## config.mk

```make
export PLATFORM = sky130hd
export DESIGN_NAME = phy_ctl_arbiter
export DESIGN_NICKNAME = d
export VERILOG_FILES = /design/src/rtl/phy_arb_pkg.sv /design/src/rtl/lane_mask.sv /design/src/rtl/arb_fsm.sv /design/src/rtl/link_decode.sv /design/src/rtl/phy_ctl_arbiter.sv
export SDC_FILE = /design/constraint.sdc
export NUM_CORES = 1
export LEC_CHECK = 0
export BUFFER_PORTS_ARGS = -buffer_cell sky130_fd_sc_hd__buf_2
export CAP_MARGIN = 20
export CORE_MARGIN = 2
export CORE_UTILIZATION = 30
export DETAILED_ROUTE_END_ITERATION = 7
export HOLD_SLACK_MARGIN = 0.06
export PLACE_DENSITY_LB_ADDON = 0.12
export SLEW_MARGIN = 15
export SYNTH_ARGS = -nofsm -noshare
export SYNTH_HDL_FRONTEND = slang
export SYNTH_HIERARCHICAL = 1
export SYNTH_SLANG_ARGS = --single-unit
```

## constraint.sdc

```tcl
create_clock -name clk -period 1.5 [get_ports clk]
set_clock_uncertainty 0.1 [all_clocks]
set_input_delay 0.075 -clock clk [delete_from_list [all_inputs] [get_ports clk]]
set_output_delay 0.075 -clock clk [all_outputs]
set_load 0.02 [all_outputs]
```

## src/rtl/phy_arb_pkg.sv

```systemverilog
package phy_arb_pkg;
  typedef enum logic [2:0] {
    ST_IDLE  = 3'd0,
    ST_STAT  = 3'd1,
    ST_RECV  = 3'd2,
    ST_GRANT = 3'd3,
    ST_LINK  = 3'd4,
    ST_TURN  = 3'd5
  } arb_state_t;

  localparam int CTL_W = 2;

  // codes while the PHY drives
  localparam logic [CTL_W-1:0] PHY_IDLE  = 2'b00;
  localparam logic [CTL_W-1:0] PHY_STAT  = 2'b01;
  localparam logic [CTL_W-1:0] PHY_RECV  = 2'b10;
  localparam logic [CTL_W-1:0] PHY_GRANT = 2'b11;

  // codes while the link drives
  localparam logic [CTL_W-1:0] LNK_DONE  = 2'b00;
  localparam logic [CTL_W-1:0] LNK_HOLD  = 2'b01;
  localparam logic [CTL_W-1:0] LNK_XMIT  = 2'b10;
  localparam logic [CTL_W-1:0] LNK_BAD   = 2'b11;
endpackage

```

## src/rtl/lane_mask.sv

```systemverilog
module lane_mask #(
  parameter int DATA_W   = 4,
  parameter int NARROW_W = 2
) (
  input  logic [DATA_W-1:0] din,
  input  logic              wide,
  output logic [DATA_W-1:0] dout
);
  for (genvar i = 0; i < DATA_W; i++) begin : g_lane
    if (i < NARROW_W) begin : g_always
      assign dout[i] = din[i];
    end else begin : g_wide_only
      assign dout[i] = din[i] & wide;
    end
  end
endmodule

```

## src/rtl/arb_fsm.sv

```systemverilog
module arb_fsm
  import phy_arb_pkg::*;
(
  input  logic       clk,
  input  logic       rst_n,
  input  logic       rx_valid,
  input  logic       rx_last,
  input  logic       stat_valid,
  input  logic       stat_last,
  input  logic       grant_req,
  input  logic       link_done,
  output arb_state_t state
);
  arb_state_t nxt;

  always_comb begin
    nxt = state;
    unique case (state)
      ST_IDLE: begin
        if (rx_valid)        nxt = ST_RECV;
        else if (stat_valid) nxt = ST_STAT;
        else if (grant_req)  nxt = ST_GRANT;
      end
      ST_RECV:  if (rx_valid && rx_last)     nxt = ST_IDLE;
      ST_STAT:  if (stat_valid && stat_last) nxt = ST_IDLE;
      ST_GRANT: nxt = ST_LINK;
      ST_LINK:  if (link_done) nxt = ST_TURN;
      ST_TURN:  nxt = ST_IDLE;
      default:  nxt = ST_IDLE;
    endcase
  end

  always_ff @(posedge clk) begin
    if (!rst_n) state <= ST_IDLE;
    else        state <= nxt;
  end

  // a receive beat pending in idle always wins the next cycle
  assert_recv_first_R3: assert property (@(posedge clk) disable iff (!rst_n)
    (state == ST_IDLE && rx_valid) |=> (state == ST_RECV));
endmodule

```

## src/rtl/link_decode.sv

```systemverilog
module link_decode
  import phy_arb_pkg::*;
#(
  parameter int DATA_W = 4
) (
  input  logic              clk,
  input  logic              rst_n,
  input  logic              in_link,
  input  logic [CTL_W-1:0]  ctl_in,
  input  logic [DATA_W-1:0] dat_masked,
  output logic              link_done,
  output logic              tx_valid,
  output logic [DATA_W-1:0] tx_data,
  output logic              link_err
);
  logic is_xmit, is_bad;

  assign is_xmit   = in_link && (ctl_in == LNK_XMIT);
  assign is_bad    = in_link && (ctl_in == LNK_BAD);
  assign link_done = in_link && ((ctl_in == LNK_DONE) || (ctl_in == LNK_BAD));

  always_ff @(posedge clk) begin
    if (!rst_n) begin
      tx_valid <= 1'b0;
      tx_data  <= '0;
      link_err <= 1'b0;
    end else begin
      tx_valid <= is_xmit;
      tx_data  <= is_xmit ? dat_masked : '0;
      link_err <= is_bad;
    end
  end

  // an error pulse never lasts two cycles
  assert_err_pulse_R8: assert property (@(posedge clk) disable iff (!rst_n)
    link_err |=> !link_err);
endmodule

```

## src/rtl/phy_ctl_arbiter.sv

```systemverilog
module phy_ctl_arbiter
  import phy_arb_pkg::*;
#(
  parameter int DATA_W   = 4,
  parameter int NARROW_W = 2
) (
  input  logic              clk,
  input  logic              rst_n,
  input  logic              speed_fast,
  input  logic              rx_valid,
  output logic              rx_ready,
  input  logic [DATA_W-1:0] rx_data,
  input  logic              rx_last,
  input  logic              stat_valid,
  output logic              stat_ready,
  input  logic [DATA_W-1:0] stat_data,
  input  logic              stat_last,
  input  logic              grant_req,
  output logic [1:0]        bus_ctl_o,
  output logic [DATA_W-1:0] bus_dat_o,
  output logic              bus_oe,
  input  logic [1:0]        bus_ctl_i,
  input  logic [DATA_W-1:0] bus_dat_i,
  output logic              tx_valid,
  output logic [DATA_W-1:0] tx_data,
  output logic              link_err
);
  localparam int HI_W = DATA_W - NARROW_W;

  arb_state_t        state;
  logic              link_done;
  logic [DATA_W-1:0] out_raw, out_masked, in_masked;

  arb_fsm u_fsm (
    .clk        (clk),
    .rst_n      (rst_n),
    .rx_valid   (rx_valid),
    .rx_last    (rx_last),
    .stat_valid (stat_valid),
    .stat_last  (stat_last),
    .grant_req  (grant_req),
    .link_done  (link_done),
    .state      (state)
  );

  lane_mask #(.DATA_W(DATA_W), .NARROW_W(NARROW_W)) u_out_mask (
    .din  (out_raw),
    .wide (speed_fast),
    .dout (out_masked)
  );

  lane_mask #(.DATA_W(DATA_W), .NARROW_W(NARROW_W)) u_in_mask (
    .din  (bus_dat_i),
    .wide (speed_fast),
    .dout (in_masked)
  );

  link_decode #(.DATA_W(DATA_W)) u_dec (
    .clk        (clk),
    .rst_n      (rst_n),
    .in_link    (state == ST_LINK),
    .ctl_in     (bus_ctl_i),
    .dat_masked (in_masked),
    .link_done  (link_done),
    .tx_valid   (tx_valid),
    .tx_data    (tx_data),
    .link_err   (link_err)
  );

  assign rx_ready   = (state == ST_RECV);
  assign stat_ready = (state == ST_STAT);
  assign bus_oe     = (state != ST_LINK) && (state != ST_TURN);

  always_comb begin
    out_raw   = '0;
    bus_ctl_o = PHY_IDLE;
    unique case (state)
      ST_STAT: begin
        bus_ctl_o = PHY_STAT;
        if (stat_valid) out_raw = stat_data;
      end
      ST_RECV: begin
        bus_ctl_o = PHY_RECV;
        if (rx_valid) out_raw = rx_data;
      end
      ST_GRANT: bus_ctl_o = PHY_GRANT;
      default:  bus_ctl_o = PHY_IDLE;
    endcase
  end

  assign bus_dat_o = out_masked;

  assert_narrow_low_R2: assert property (@(posedge clk) disable iff (!rst_n)
    (bus_oe && !speed_fast) |-> (bus_dat_o[DATA_W-1:NARROW_W] == {HI_W{1'b0}}));

  assert_quiet_data_R3: assert property (@(posedge clk) disable iff (!rst_n)
    (bus_oe && (bus_ctl_o == PHY_IDLE || bus_ctl_o == PHY_GRANT)) |-> (bus_dat_o == '0));

  assert_grant_single_R5: assert property (@(posedge clk) disable iff (!rst_n)
    (bus_oe && bus_ctl_o == PHY_GRANT) |=> !bus_oe);

  assert_turnaround_R7: assert property (@(posedge clk) disable iff (!rst_n)
    (state == ST_LINK && bus_ctl_i == LNK_DONE) |=> !bus_oe ##1 bus_oe);

  assert_err_reclaim_R8: assert property (@(posedge clk) disable iff (!rst_n)
    link_err |-> (!bus_oe ##1 bus_oe));

  assert_no_start_R9: assert property (@(posedge clk) disable iff (!rst_n)
    !bus_oe |-> (!rx_ready && !stat_ready));
endmodule

```

### Word level (Yosys, flattened, before mapping)

Cells that the tools add are included.

* eq/ne operators: 12
* multiplexer cells: 11
* bitwise gates (word level): 4
* reductions and logical operators: 11

Operators by type and width (number)
* $mux 3: 6
* $pmux 3 s5: 1
* $mux 4: 2
* $pmux 4 s2: 1
* $eq 3x2->1 const B: 2
* $logic_and 1x1->1: 6
* $ne 3x3->1 const B: 2
* $pmux 2 s3: 1
* $and 1x1->1: 4
* $eq 2x2->1 const B: 2
* $ne 2x1->1 const B: 2
* $ne 4x4->1 const B: 1
* $reduce_and 4->1: 1
* $eq 3x1->1 const B: 1
* $eq 3x3->1 const B: 1
* $logic_not 3->1: 1
* $logic_not 2->1: 1
* $ne 2x2->1 const B: 1
* $reduce_and 2->1: 1
* $logic_or 1x1->1: 1

* flip-flop bits (word level): 9
* input bits: 22
* output and inout port bits: 15
* logic and storage cells: 42

### Depth between registers and ports, before layout

Gate-level depths: netlist of run 1.

* depth in word-level cells: 5
* mapped depth: 5

### By module

The synthesis of run 1 kept the hierarchy.

By module, submodules not included
* link_decode: times used 1, cells each 16, area each 206.4 µm²
* arb_fsm: times used 1, cells each 20, area each 156.4 µm²
* phy_ctl_arbiter: times used 1, cells each 12, area each 102.6 µm²
* lane_mask: times used 2, cells each 4, area each 27.5 µm²

### Least setup slack after synthesis of run 1

No wires, ideal clock.

* path type: register -> register
* from: reg u_fsm.state[2]
* to: reg u_fsm.state[0]
* arrival time: 1.353 ns
* path slack: -0.044 ns
* cell stages (with the launch flop): 6
* path buffers: 0
* clock period less this slack: 1.544 ns
* cell sequence: dfxtp_1 > nand2b_1 > nor2_1 > and2_2 > nand3b_1 > a311oi_1

* cells in the longest elaborated chain, start to end: 4
* elaborated cells between the ends (all ways): 12

Ends and longest elaborated chain
* start: declaration: line arb_fsm.sv:12 `output arb_state_t state`
* start signal: assignment: line arb_fsm.sv:35 `else state <= nxt;`
* $eq 3x3->1: line phy_ctl_arbiter.sv:61 `.in_link (state == ST_LINK),`
* $logic_and 1x1->1: line link_decode.sv:20 `assign link_done = in_link && ((ctl_in == LNK_DONE) || (ctl_in == LNK_BAD));`
* named net link_done: line phy_ctl_arbiter.sv:31 `logic link_done;`
* $ne 2x2->1 (no source line)
* $reduce_and 4->1 (no source line)

The timed path passes the listed nets, and every way through them passes these cells.
A chain may end at the register's enable or synchronous reset.

### Final worst setup path of run 1

* from: reg u_fsm.state[1]
* to: out bus_dat_o[3]

* cells in the longest elaborated chain, start to end: 3
* elaborated cells between the ends (all ways): 4

Ends and longest elaborated chain
* $eq 3x2->1 / $eq 3x1->1 (equally long branches): line phy_ctl_arbiter.sv:77 `unique case (state)`
* $pmux 4 s2 (*): line phy_ctl_arbiter.sv:77
* named net out_raw[3]: line phy_ctl_arbiter.sv:32 `logic [DATA_W-1:0] out_raw, out_masked, in_masked;`
* $and 1x1->1 (*): line lane_mask.sv:13 `assign dout[i] = din[i] & wide;`
* end: declaration: line phy_ctl_arbiter.sv:20 `output logic [DATA_W-1:0] bus_dat_o,`

The timed path passes the listed nets; every way through them passes the cells marked *.

==> flow_metrics.py, run 1 <==
metrics = {
    "sta": {
        "max_freq_mhz": 677.0,
        "rsz0062_at_grt": "true",
        "fin_crit_ns": 1.477,
        "min_period_over_period_pct": 98.48,
        "setup_viol": 0,
        "whs_ns": 0.08229,
        "slew_headroom_pct": 80.38,
        "tightest_slew_ns": 0.2924,
        "drv_slew": 0,
        "finalHoldViolCount": 0,
    },
    "run": {
        "cap_violations": 0,
    },
    "final_layout": {
        "drive_gt1_share_pct": 58.82,
        "nNetsFinal": 127,
        "area_delta_synth_final_pct": 62.98,
        "diodes": 0,
    },
    "clocking": {
        "numCtsBuffers": 3,
        "cts_root_buffer": "clkbuf_4",
        "clock_sinks": 9,
        "clk_pin_slew_ns": 0.06,
        "cts_tree": "built",
        "htree_levels": 1,
        "clockBufferDepth": 2,
        "clk_latency_ns": 0.26,
    },
    "power": {
        "power_density_nw_per_um2": 721.3,
        "p_sw_mw": 0.1695,
        "leakagePower_nw": 0.4392,
        "power.internal_mw": 0.4424,
        "p_clk_share_pct": 30.5,
        "peakVddDrop_v": 0.0002780,
        "p_seq_share_pct": 41.2,
        "pwr-share-comb_pct": 28.3,
        "total_power_mw": 0.6119,
        "sw_frac_of_total_pct": 27.70,
    },
    "drt": {
        "drtPass1Iterations": 2,
        "wl_um": 1220,
        "drt_iter0_markers": 10,
        "antenna_left": 0,
        "wl_per_cell_um": 10.25,
        "routed-via-count": 563,
        "viasPerCell": 4.731,
        "drc": 0,
    },
    "synth": {
        "ys_types": 24,
        "synth-async-reset-ratio_pct": 0,
        "synth_edf_count": 0,
        "syn_area_um2": 520.5,
        "synth_flop_cell": "dfxtp_1",
        "ys_seq_elements": 9,
        "syn_nets": 80,
        "synth_warnings": 6,
        "synth_top_area_share_pct": 34.62,
        "synth_seq_area_share_pct": 34.62,
        "synthCells": 56,
        "synth.largest_area_cell": "dfxtp_1",
        "ys_top_cells_by_area": "dfxtp_1, and4_1, a22o_1, buf_4, and2_1",
        "syn-mean-instance-area_um2": 9.295,
    },
    "setup_path": {
        "crit_type": "flop to primary output",
        "crit_arrival_ns": 1.30,
        "cp_max_fo": 4,
        "worstRegToRegCells": 5,
        "slowest_stage": "and4bb_4",
        "cp.required_ns": 1.32,
        "cp_cell_sequence": "and4bb_4, a22o_1, and2_4, buf_6",
        "start_kind": "flop",
        "max_stage_delay_ns": 0.34,
        "endpoint_kind": "primary output",
    },
    "global_route": {
        "antenna_found_initial": 0,
        "grt_pass1_vias": 489,
        "gr-total-overflow": 0,
        "track_usage_pct": 12.38,
        "grt_pass1_wl_um": 1932,
        "grt_max_degree": 10,
    },
    "floorplan": {
        "core_area_um2": 1670,
        "io_pins": 37,
        "die-area_um2": 2084,
        "rows": 15,
        "dieWidth_um": 45.66,
        "fp.dieH_um": 45.66,
        "start_util_pct": 31.16,
    },
    "min_path": {
        "hold_path_depth": 3,
        "min_path_type": "primary input to flop",
    },
    "placement": {
        "hpwl_um": 938.5,
        "gp_congestion": 0.6930,
        "portBuffers": 36,
    },
    "status": {
        "status": "complete, no violations",
    },
}
==> power by group through the flow <==
stage | combinational, mW | sequential [mW] | clock (mW)
detailed placement | 0.150 | 0.256 | 0
finish | 0.173 | 0.252 | 0.187
CTS | 0.169 | 0.252 | 0.193
global placement | 0.150 | 0.256 | 0
global route | 0.192 | 0.253 | 0.202
floorplan | 0.0815 | 0.264 | 0
==> worst paths after layout <==
path,startpoint,endpoint,slack (ns)
setup / recovery,u_fsm/state[1],bus_dat_o[3],0.02
hold / removal,rx_last,u_fsm/state[1],0.08
setup reg to reg,u_fsm/state[2],u_fsm/state[0],0.10
hold reg to reg,u_fsm/state[1],u_fsm/state[0],0.47
==> critical path: cells and delay by family, from the launching register on <==
| family | cells | cell delay [ns] |
|---|---|---|
| AOI/OAI and AO/OA | 1 | 0.14 |
| buffers and inverters | 1 | 0.10 |
| DFF | 1 | 0.33 |
| and+or+nand+nor | 2 | 0.47 |
==> per-layer routing <==
layer,part of all wire (%),GRT usage (%)
met1,46,17.79
met5,0,0
met4,0,1.765
met2,47,19.44
met3,7.1,2.381
==> cell type report <==
type | instances | area [um^2]
repair buffers | 46 | 294.0
well taps | 17 | 21.27
inverters | 2 | 7.507
flip-flops and latches | 9 | 183.9
clock buffers | 4 | 26.28
multi-input cells | 41 | 315.3
fillers | 165 | 822.0
==> cells by family after synthesis <==
group	after synthesis	share of synthesized area, %
flops	9	34.61
simple gates	31	42.07
fa+ha+maj	2	4.807
buf+inv	6	7.212
compound gates	8	11.29
==> through the flow <==
step / instances / TNS [ns] / cell area (um^2) / utilization (%) / setup slack [ns]
5_1_grt: 119 / -0.04450 / 848.3 / 50.79 / -0.02750
3_3_place_gp: 109 / 0 / 724.4 / 43.37 / 0.2340
2_1_floorplan: 56 / 0 / 523.0 / - / 0.005917
4_1_cts: 119 / -0.005320 / 832.0 / 49.81 / -0.005320
6_report: 119 / 0 / 848.3 / 50.79 / 0.02285
3_5_place_dp: 109 / 0 / 724.4 / 43.37 / 0.1825
==> cell usage after synthesis, types with 2 or more instances <==
| cell | n |
|---|---|
| and2_1 | 4 |
| inv_1 | 2 |
| ha_1 | 2 |
| dfxtp_1 | 9 |
| and4_1 | 5 |
| nor2_1 | 5 |
| nand2_1 | 2 |
| buf_4 | 4 |
| nor2b_1 | 2 |
| and3_2 | 2 |
| a22o_1 | 4 |
| nand3b_1 | 3 |
==> placed cells by master (no fill, tap or decap), types with 3 or more instances in the layout <==
cell and count:
a22o_1 4, and4_1 5, buf_2 32, buf_4 5, buf_6 5, clkbuf_4 3
dfxtp_1 6, dfxtp_2 3, dlygate4sd3_1 4, nand3b_1 3, nor2_1 4
==> registers in the layout, summed over array words and instances (netlist names) <==
name	flops
u_fsm/state	3
u_dec/tx_valid	1
u_dec/link_err	1
u_dec/tx_data	4
==> what timing repair did <==
action,4_1_cts,5_1_grt
endpoints found under the setup margin,2,6
gates resized for setup,10,6
endpoints found under the hold margin,5,0
hold buffers,4,0
pin swaps,5,5
setup buffers,2,0
No activity file was read; power rests on OpenSTA's default activity.
==> inputs of run 2 (changes only) <==
Settings changed: RECOVER_POWER from default to 25.
==> run 2 against run 1 <==
- flip-flop and latch count is the same
- hold slack is the same
- via count is the same
- register-to-register slack is essentially flat
- global-route usage is the same
- non-clock buffer count is the same
- maximum frequency is the same
- worst setup slack is the same
- combinational power is essentially flat
- core utilization shrank 0.30 points
- total power is essentially flat
- critical path type unchanged
- largest power group unchanged
==> flow_metrics.py, run 2 (synthesis results as in run 1) <==
metrics = {
    "final_layout": {
        "diodes": 0,
        "top_register": "u_dec/tx_data",
        "area_delta_synth_final_pct": 62.02,
        "final_util_pct": 50.49,
        "final_cell_mix": "buf_2, dfxtp_1",
        "final_common_cell": "buf_2",
        "largest_register_ff_count": 4,
        "post-route-cell-area_um2": 843.3,
        "largestRegisters": "u_dec/tx_data x4, u_fsm/state x3",
        "stdcell_count": 119,
        "nNetsFinal": 127,
        "drive_gt1_share_pct": 54.90,
    },
    "drt": {
        "wl_per_cell_um": 10.29,
        "viasPerCell": 4.731,
        "drtPass1Iterations": 2,
        "antenna_left": 0,
        "drt_iter0_markers": 10,
        "wl_um": 1225,
        "routed-via-count": 563,
        "drc": 0,
    },
    "global_route": {
        "grt_max_degree": 10,
        "grt_pass1_wl_um": 1932,
        "gr-total-overflow": 0,
        "grt_pass1_vias": 489,
        "antenna_found_initial": 0,
        "track_usage_pct": 12.38,
    },
    "power": {
        "power_density_nw_per_um2": 725.5,
        "peakVddDrop_v": 0.0002780,
        "leakagePower_nw": 0.4215,
    },
    "clocking": {
        "numCtsBuffers": 3,
        "clk_latency_ns": 0.26,
        "cts_root_buffer": "clkbuf_4",
        "clock_sinks": 9,
        "clk_pin_slew_ns": 0.06,
        "clockBufferDepth": 2,
        "cts_tree": "built",
        "htree_levels": 1,
    },
    "setup_path": {
        "cp_max_fo": 4,
        "cp.required_ns": 1.32,
        "crit_arrival_ns": 1.30,
        "rrSetupSlack_ns": 0.10,
        "endpoint_kind": "primary output",
        "start_kind": "flop",
        "crit_type": "flop to primary output",
    },
    "placement": {
        "dpl_cell_area_um2": 724.4,
        "place_inst": 109,
        "gp_congestion": 0.6930,
        "hpwl_um": 938.5,
        "portBuffers": 36,
    },
    "floorplan": {
        "fp.dieH_um": 45.66,
        "start_util_pct": 31.16,
        "rows": 15,
        "die-area_um2": 2084,
        "io_pins": 37,
        "dieWidth_um": 45.66,
        "core_area_um2": 1670,
    },
    "sta": {
        "rsz0062_at_grt": "true",
        "min_period_over_period_pct": 98.48,
        "setup_viol": 0,
        "slew_headroom_pct": 80.38,
        "max_freq_mhz": 677.0,
        "tightest_slew_ns": 0.2924,
        "fin_crit_ns": 1.477,
        "finalHoldViolCount": 0,
        "drv_slew": 0,
    },
    "status": {
        "status": "complete, no violations",
    },
    "min_path": {
        "min_path_type": "primary input to flop",
    },
    "run": {
        "cap_violations": 0,
    },
}
[run 2: timing repair]
item,CTS,global route
pin swaps,5,5
hold buffers,4,0
setup endpoints to repair,2,6
hold endpoints to repair,5,0
setup buffers,2,0
gates resized for setup,10,6
[run 2: worst max-delay path: stages, from the launching register on]
cell	delay (ns)
dfxtp_2	0.33
and4bb_4	0.34
a22o_1	0.14
and2_4	0.13
buf_6	0.10
[run 2: report_power, final]
group	leakage [nW]	switching (mW)	internal (mW)	total [mW]
clock network	0.0150	0.0844	0.102	0.187
registers	0.0741	0.00456	0.247	0.252
logic	0.332	0.0805	0.0926	0.173
total	0.421	0.169	0.442	0.612
[run 2: routing by layer]
metal | up-vias | GRT usage, % | part of all wire [%]
li1 | 291 | - | -
met1 | 247 | 17.79 | 46
met2 | 25 | 19.44 | 46
met3 | 0 | 2.381 | 7.3
met4 | 0 | 1.765 | 0
met5 | - | 0 | 0
[run 2: worst paths after layout]
path	depth (start not counted)	endpoint	startpoint
min	3	u_fsm/state[1]	rx_last
min reg2reg	2	u_fsm/state[0]	u_fsm/state[1]
max	4	bus_dat_o[3]	u_fsm/state[1]
max reg2reg	5	u_fsm/state[0]	u_fsm/state[2]
[run 2: area by class of cell]
type	instances	area (um^2)
Clock buffer	4	26.28
Inverter	2	7.507
Fill cell	169	827.0
Sequential cell	9	183.9
Tap cell	17	21.27
Timing Repair Buffer	46	289.0
Multi-Input combinational cell	41	315.3
[run 2: through the flow]
step | worst slack (ns) | power [mW] | setup TNS [ns] | hold slack (ns)
floorplan | 0.005917 | 0.3452 | 0 | 0.1067
global placement | 0.2340 | 0.4055 | 0 | 0.2569
detailed placement | 0.1825 | 0.4068 | 0 | 0.2646
CTS | -0.005320 | 0.6139 | -0.005320 | 0.08180
global route | -0.02750 | 0.6465 | -0.04450 | 0.1053
finish | 0.02285 | 0.6118 | 0 | 0.08229
